--- src/rtl/dual_acc_pkg.sv ---
package dual_acc_pkg;
  typedef enum logic [2:0] {
    OP_NOP       = 3'd0,
    OP_LOAD      = 3'd1,
    OP_SHIFT_IMM = 3'd2,
    OP_SHIFT_REG = 3'd3,
    OP_SUB       = 3'd4
  } op_e;

  localparam int unsigned NUM_ACC = 2;
endpackage

--- src/rtl/acc_shifter.sv ---
module acc_shifter #(
  parameter int unsigned W    = 40,
  parameter int unsigned SH_W = 5
) (
  input  logic [W-1:0]    val_i,
  input  logic [SH_W-1:0] amt_i,
  output logic [W-1:0]    res_o,
  output logic            wide_ovf_o
);
  logic            to_left;
  logic [SH_W-1:0] mag;
  logic [W-1:0]    left_res;
  logic [W-1:0]    right_res;

  assign to_left = amt_i[SH_W-1];
  // magnitude of the most negative amount still fits as unsigned
  assign mag = to_left ? (~amt_i + 1'b1) : amt_i;

  assign left_res  = val_i << mag;
  assign right_res = $signed(val_i) >>> mag;

  always_comb begin
    if (to_left) begin
      res_o      = left_res;
      wide_ovf_o = ($signed(left_res) >>> mag) != $signed(val_i);
    end else begin
      res_o      = right_res;
      wide_ovf_o = 1'b0;
    end
  end
endmodule

--- src/rtl/acc_subtractor.sv ---
module acc_subtractor #(
  parameter int unsigned W = 40
) (
  input  logic [W-1:0] min_i,
  input  logic [W-1:0] sub_i,
  output logic [W-1:0] diff_o,
  output logic         wide_ovf_o
);
  assign diff_o     = min_i - sub_i;
  assign wide_ovf_o = (min_i[W-1] != sub_i[W-1]) && (diff_o[W-1] != min_i[W-1]);
endmodule

--- src/rtl/acc_lane.sv ---
module acc_lane #(
  parameter int unsigned W  = 40,
  parameter int unsigned NW = 32
) (
  input  logic         clk_i,
  input  logic         rst_ni,
  input  logic         wr_en_i,
  input  logic [W-1:0] wr_data_i,
  input  logic         flag_upd_i,
  input  logic         wide_ovf_i,
  input  logic         sat_clr_i,
  output logic [W-1:0] acc_o,
  output logic         ovf_o,
  output logic         sat_o
);
  localparam int unsigned TOP_W = W - NW + 1;

  logic [TOP_W-1:0] top_bits;
  logic             narrow_ovf;

  assign top_bits   = wr_data_i[W-1:NW-1];
  assign narrow_ovf = !((&top_bits) || !(|top_bits));

  always_ff @(posedge clk_i or negedge rst_ni) begin
    if (!rst_ni) begin
      acc_o <= '0;
      ovf_o <= 1'b0;
      sat_o <= 1'b0;
    end else begin
      if (wr_en_i) acc_o <= wr_data_i;
      if (wr_en_i && flag_upd_i) ovf_o <= narrow_ovf;
      sat_o <= (sat_o && !sat_clr_i) || (wr_en_i && flag_upd_i && wide_ovf_i);
    end
  end
endmodule

--- src/rtl/dual_acc_unit.sv ---
module dual_acc_unit
  import dual_acc_pkg::*;
#(
  parameter int unsigned ACC_W    = 40,
  parameter int unsigned NARROW_W = 32,
  parameter int unsigned SH_W     = 5,
  parameter int unsigned REG_W    = 16
) (
  input  logic             clk_i,
  input  logic             rst_ni,
  input  logic [2:0]       op_i,
  input  logic             sel_i,
  input  logic [SH_W-1:0]  shamt_i,
  input  logic [REG_W-1:0] shreg_i,
  input  logic [ACC_W-1:0] load_data_i,
  input  logic             sat_clr_i,
  output logic [ACC_W-1:0] acc_a_o,
  output logic [ACC_W-1:0] acc_b_o,
  output logic             ovf_a_o,
  output logic             ovf_b_o,
  output logic             sat_a_o,
  output logic             sat_b_o
);
  logic [ACC_W-1:0] acc_q [NUM_ACC];
  logic             ovf_q [NUM_ACC];
  logic             sat_q [NUM_ACC];

  logic [ACC_W-1:0] own_val, other_val;
  logic [SH_W-1:0]  amt;
  logic [ACC_W-1:0] sh_res, sub_res, wr_data;
  logic             sh_ovf, sub_ovf, wide_ovf;
  logic             wr_any, flag_upd;
  logic             shreg_unused;

  assign shreg_unused = ^shreg_i[REG_W-1:SH_W];

  assign own_val   = sel_i ? acc_q[1] : acc_q[0];
  assign other_val = sel_i ? acc_q[0] : acc_q[1];
  assign amt       = (op_e'(op_i) == OP_SHIFT_REG) ? shreg_i[SH_W-1:0] : shamt_i;

  acc_shifter #(.W(ACC_W), .SH_W(SH_W)) u_shift (
    .val_i      (own_val),
    .amt_i      (amt),
    .res_o      (sh_res),
    .wide_ovf_o (sh_ovf)
  );

  acc_subtractor #(.W(ACC_W)) u_sub (
    .min_i      (own_val),
    .sub_i      (other_val),
    .diff_o     (sub_res),
    .wide_ovf_o (sub_ovf)
  );

  always_comb begin
    wr_any   = 1'b0;
    flag_upd = 1'b0;
    wr_data  = load_data_i;
    wide_ovf = 1'b0;
    case (op_e'(op_i))
      OP_LOAD: begin
        wr_any = 1'b1;
      end
      OP_SHIFT_IMM, OP_SHIFT_REG: begin
        wr_any   = 1'b1;
        flag_upd = 1'b1;
        wr_data  = sh_res;
        wide_ovf = sh_ovf;
      end
      OP_SUB: begin
        wr_any   = 1'b1;
        flag_upd = 1'b1;
        wr_data  = sub_res;
        wide_ovf = sub_ovf;
      end
      default: ;
    endcase
  end

  for (genvar i = 0; i < NUM_ACC; i++) begin : g_lane
    acc_lane #(.W(ACC_W), .NW(NARROW_W)) u_lane (
      .clk_i      (clk_i),
      .rst_ni     (rst_ni),
      .wr_en_i    (wr_any && (sel_i == i[0])),
      .wr_data_i  (wr_data),
      .flag_upd_i (flag_upd),
      .wide_ovf_i (wide_ovf),
      .sat_clr_i  (sat_clr_i),
      .acc_o      (acc_q[i]),
      .ovf_o      (ovf_q[i]),
      .sat_o      (sat_q[i])
    );
  end

  assign acc_a_o = acc_q[0];
  assign acc_b_o = acc_q[1];
  assign ovf_a_o = ovf_q[0];
  assign ovf_b_o = ovf_q[1];
  assign sat_a_o = sat_q[0];
  assign sat_b_o = sat_q[1];
endmodule

--- config.mk ---
export PLATFORM = sky130hd
export DESIGN_NAME = dual_acc_unit
export DESIGN_NICKNAME = d
export VERILOG_FILES = /design/src/rtl/dual_acc_pkg.sv /design/src/rtl/acc_shifter.sv /design/src/rtl/acc_subtractor.sv /design/src/rtl/acc_lane.sv /design/src/rtl/dual_acc_unit.sv
export SDC_FILE = /design/constraint.sdc
export NUM_CORES = 1
export LEC_CHECK = 0
export BUFFER_PORTS_ARGS = -buffer_cell sky130_fd_sc_hd__buf_2
export CAP_MARGIN = 25
export CORE_MARGIN = 5
export CORE_UTILIZATION = 45
export CTS_BUF_LIST = sky130_fd_sc_hd__clkbuf_8
export DETAILED_ROUTE_END_ITERATION = 6
export MAX_ROUTING_LAYER = met4
export PLACE_DENSITY = 0.66
export SETUP_SLACK_MARGIN = 0.1
export SYNTH_ARGS = -nofsm -noshare
export SYNTH_HDL_FRONTEND = slang
export SYNTH_SLANG_ARGS = --single-unit
--- constraint.sdc ---
create_clock -name clk_i -period 3.94 [get_ports clk_i]
set_input_delay 0.591 -clock clk_i [delete_from_list [all_inputs] [get_ports clk_i]]
set_output_delay 0.591 -clock clk_i [all_outputs]
set_load 0.01 [all_outputs]
==> results.txt <==
Final Non-Filler Cells = 2685
Layout cell share with drive strength beyond 1 = 47.8%
Failing checks = DRC, setup timing
Crit-path slowest cell = a311o_1
Pleak = 9.13 nW
Vias per inst = 6.60
Clock buffer depth = 2
Final Hold Fails = 0
Worst R2R End = g_lane[1].u_lane.sat_o
Status = complete, but fails checks
P&R area growth vs syn = 57.8%
Met1 wire length = 28200 µm
Vias post-DR = 17722
Post-Synth XOR/XNOR Area = 2.53%
Top cell by count, worst path = a21oi_1
Max-slew violations = 0
Worst path top cell family by delay = compound AO/OA/AOI/OAI gates
Yosys warns = 0
Initial antenna violation count = 2
# setup viols final = 2
DIE WIDTH = 179 µm
Mean cell area of the mapped netlist = 7.76 µm²
Final Net Count = 2407
Clock period minus worst slack = 4030 ps
Final WL = 70100 µm
Drt pass-1 iters = 7
Final core utilization = 72.4%
Tightest Pin Transition = 866 ps
P per Cell Area = 658 mW/mm²
Remaining DRCs = 4
Synth Area in Simple Gates = 16.1%
Cell Area, Synth = 0.0128 mm²
Unique cell type count in the Yosys netlist = 109
I/O pin total = 152
Fillcell total = 2211
CP required = 4210 ps
CTS Hold Buffers Added = 0
Synth Area in Compound Gates = 36.0%
R2R Path Start = g_lane[1].u_lane.acc_o[13]
Crit end category = flop
Fmax = 248 MHz
Top routing layer in use = met4
Setup crit start kind = input pin
Die Y = 179 µm
Wire length on met2 = 30600 µm
Pin count of the biggest net entering global routing = 67
Die area = 0.0320 mm²
Total grt overflow = 0
Crit-path cells = clkbuf_16 -> buf_8 -> mux2i_1 -> inv_1 -> a211oi_1 -> a21oi_1 -> a21oi_1 -> a21o_1 -> buf_4 -> a2bb2oi_4 -> a211oi_2 -> a311o_1 -> buf_6 -> o31ai_4 -> a32o_2 -> o22ai_4 -> nor3_4 -> o31ai_1
Starting Density = 45.9%
Number of global-route vias before repair = 16547
Overall routing resource usage = 42.6%
Max transition margin = 42.3%
CP max stage delay = 370 ps
Clock root cell = clkbuf_8
Top_reg_cell synth = dfrtp_1
Syn nets = 1758
Cells after Synth = 1651
Worst setup margin = -92.8 ps
CP Max Fanout = 7
CP arrival = 4300 ps
Unrepaired setup endpoints after global routing = yes
Mux contribution to synthesized area = 18.4%
Crit share post-route = 102%
Hold_ws = 284 ps
First-pass GRT wire length = 101000 µm
Rows = 61
Buffers & Inverters on Critical Path = 5
Largest family of logic cells by synthesized area = compound AO/OA/AOI/OAI gates
Dpl cell area = 0.0177 mm²
Synth Register Bits = 84
Reg2reg setup slack = -30 ps
Path depth of the worst reg2reg path = 16
WL met3 = 8080 µm
DPL Wire Length = 53600 µm
# clock sinks = 84
WL/cell = 26.1 µm
Post-synthesis adder-cell area fraction = 3.87%
Synth async-reset ratio = 100%
Worst-path clk slew = 120 ps
CTS tree = done
Final ANT Viol Nets = 0
DP Cell Count = 2593
Clock latency on the worst-skew pair = 390 ps
Max VDD drop = 0.491 mV
Worst Hold Class = input pin to asynchronous set/reset pin
Post-synth EDFFs = 0
Clock Skew = 20.8 ps
Sequential area share after synthesis = 16.4%
Core area = 0.0279 mm²
RePlAce Congestion = 1.10
Initial DRC Count = 2432
Maxcap violations = 0
Kind of critical path = input pin to flop
CTS buffer count = 9
H-tree depth = 3
IO buf count = 140
Final instance area = 0.0202 mm²
flip-flops by register name (all words and copies together), names as in the netlist:
register,cells
g_lane.u_lane.acc_o,80
g_lane.u_lane.ovf_o,2
g_lane.u_lane.sat_o,2
synthesized netlist by cell type, drive strengths merged (8+ instances only):
| cell | count | area, µm² |
|---|---|---|
| a21oi | 173 | 888 |
| nor2 | 147 | 569 |
| mux2i | 140 | 1460 |
| nand2 | 136 | 513 |
| o21ai | 132 | 691 |
| a211oi | 85 | 696 |
| dfrtp | 84 | 2100 |
| buf | 79 | 495 |
| mux2 | 69 | 788 |
| inv | 48 | 180 |
| clkbuf | 47 | 176 |
| ha | 38 | 475 |
| a21o | 37 | 278 |
| nor3 | 32 | 181 |
| a221oi | 31 | 278 |
| nand3 | 27 | 150 |
| xnor2 | 26 | 228 |
| o22ai | 22 | 144 |
| o221ai | 20 | 188 |
| a2111oi | 18 | 205 |
| o31ai | 16 | 120 |
| nand4 | 15 | 93.8 |
| o211ai | 15 | 113 |
| and3 | 13 | 82.6 |
| nand2b | 13 | 81.3 |
| xor2 | 11 | 96.3 |
| a31oi | 10 | 62.6 |
| nor2b | 10 | 62.6 |
| o21a | 10 | 76.3 |
| a22oi | 9 | 67.6 |
| a211o | 8 | 70.1 |
| o21bai | 8 | 60.1 |
| o32ai | 8 | 77.6 |
cells in the final DEF, fill, tap and decap left out, types with 21 or more instances in the layout:
cell and count:
a211oi_1 42, a211oi_2 30, a21o_1 36, a21oi_1 152
buf_12 21, buf_2 136, buf_4 563, buf_6 28
dfrtp_1 84, ha_1 33, inv_1 45, mux2_2 59
mux2i_1 107, mux2i_2 25, nand2_1 134, nand3_1 21
nor2_1 137, o21ai_0 100, xnor2_1 26
through the flow:
stage | setup TNS [ps] | worst slack (ps) | power [W]
final | -139 | -92.8 | 0.0133
after global routing | -344 | -176 | 0.0140
after CTS | 0 | 94.4 | 0.0122
after detailed placement | -15610 | -738 | 0.0110
after global placement | -14130 | -1060 | 0.0108
after floorplan | -4780 | -504 | 0.00635
how the worst max path moves through the flow:
stage	from	end	slack, ps	cells after the start
floorplan	sel_i	g_lane[0].u_lane.ovf_o	-500	22
global placement	op_i[2]	g_lane[1].u_lane.sat_o	-1060	17
detailed placement	op_i[0]	g_lane[1].u_lane.sat_o	-740	15
CTS	sel_i	g_lane[1].u_lane.ovf_o	90	20
global route	shreg_i[0]	g_lane[1].u_lane.sat_o	-180	19
finish	sel_i	g_lane[1].u_lane.sat_o	-90	18
kinds of logic after synthesis:
logic type,count (synthesis)
AND/OR/NAND/NOR,438
multiplexers,214
XOR/XNOR,37
AO/OA/AOI/OAI,665
buffers and inverters,174
adder cells (fa/ha/maj),39
flip-flops,84
metal layers:
layer  vias to the layer above  global-route usage, %
li1                       7656                      -
met2                      1260                   64.0
met4                         0                   13.2
met1                      8551                   58.1
met5                         -                      -
met3                       255                   8.52
what timing repair did:
action	CTS	global route
gates cloned	1	2
pin swaps	49	67
gates resized for setup	143	174
setup endpoints to repair	20	27
buffers inserted	32	40
final cells by class:
type / count / area, µm² / share of cell area [%]
well taps: 378 / 473 / 2.34
repair buffers: 764 / 5920 / 29.3
inverters: 48 / 180 / 0.891
clock inverters: 7 / 81.3 / 0.402
clock buffers: 9 / 124 / 0.612
flip-flops and latches: 84 / 2100 / 10.4
multi-input cells: 1393 / 11300 / 56.1
diodes: 2 / 5.00 / 0.0247
power by group:
part / internal (W) / switching [W]
sequential: 0.00114 / 0.000375
combinational: 0.00523 / 0.00586
clock: 0.000253 / 0.000441
total: 0.00663 / 0.00668
Note: power is estimated with default switching activity, not from simulation.
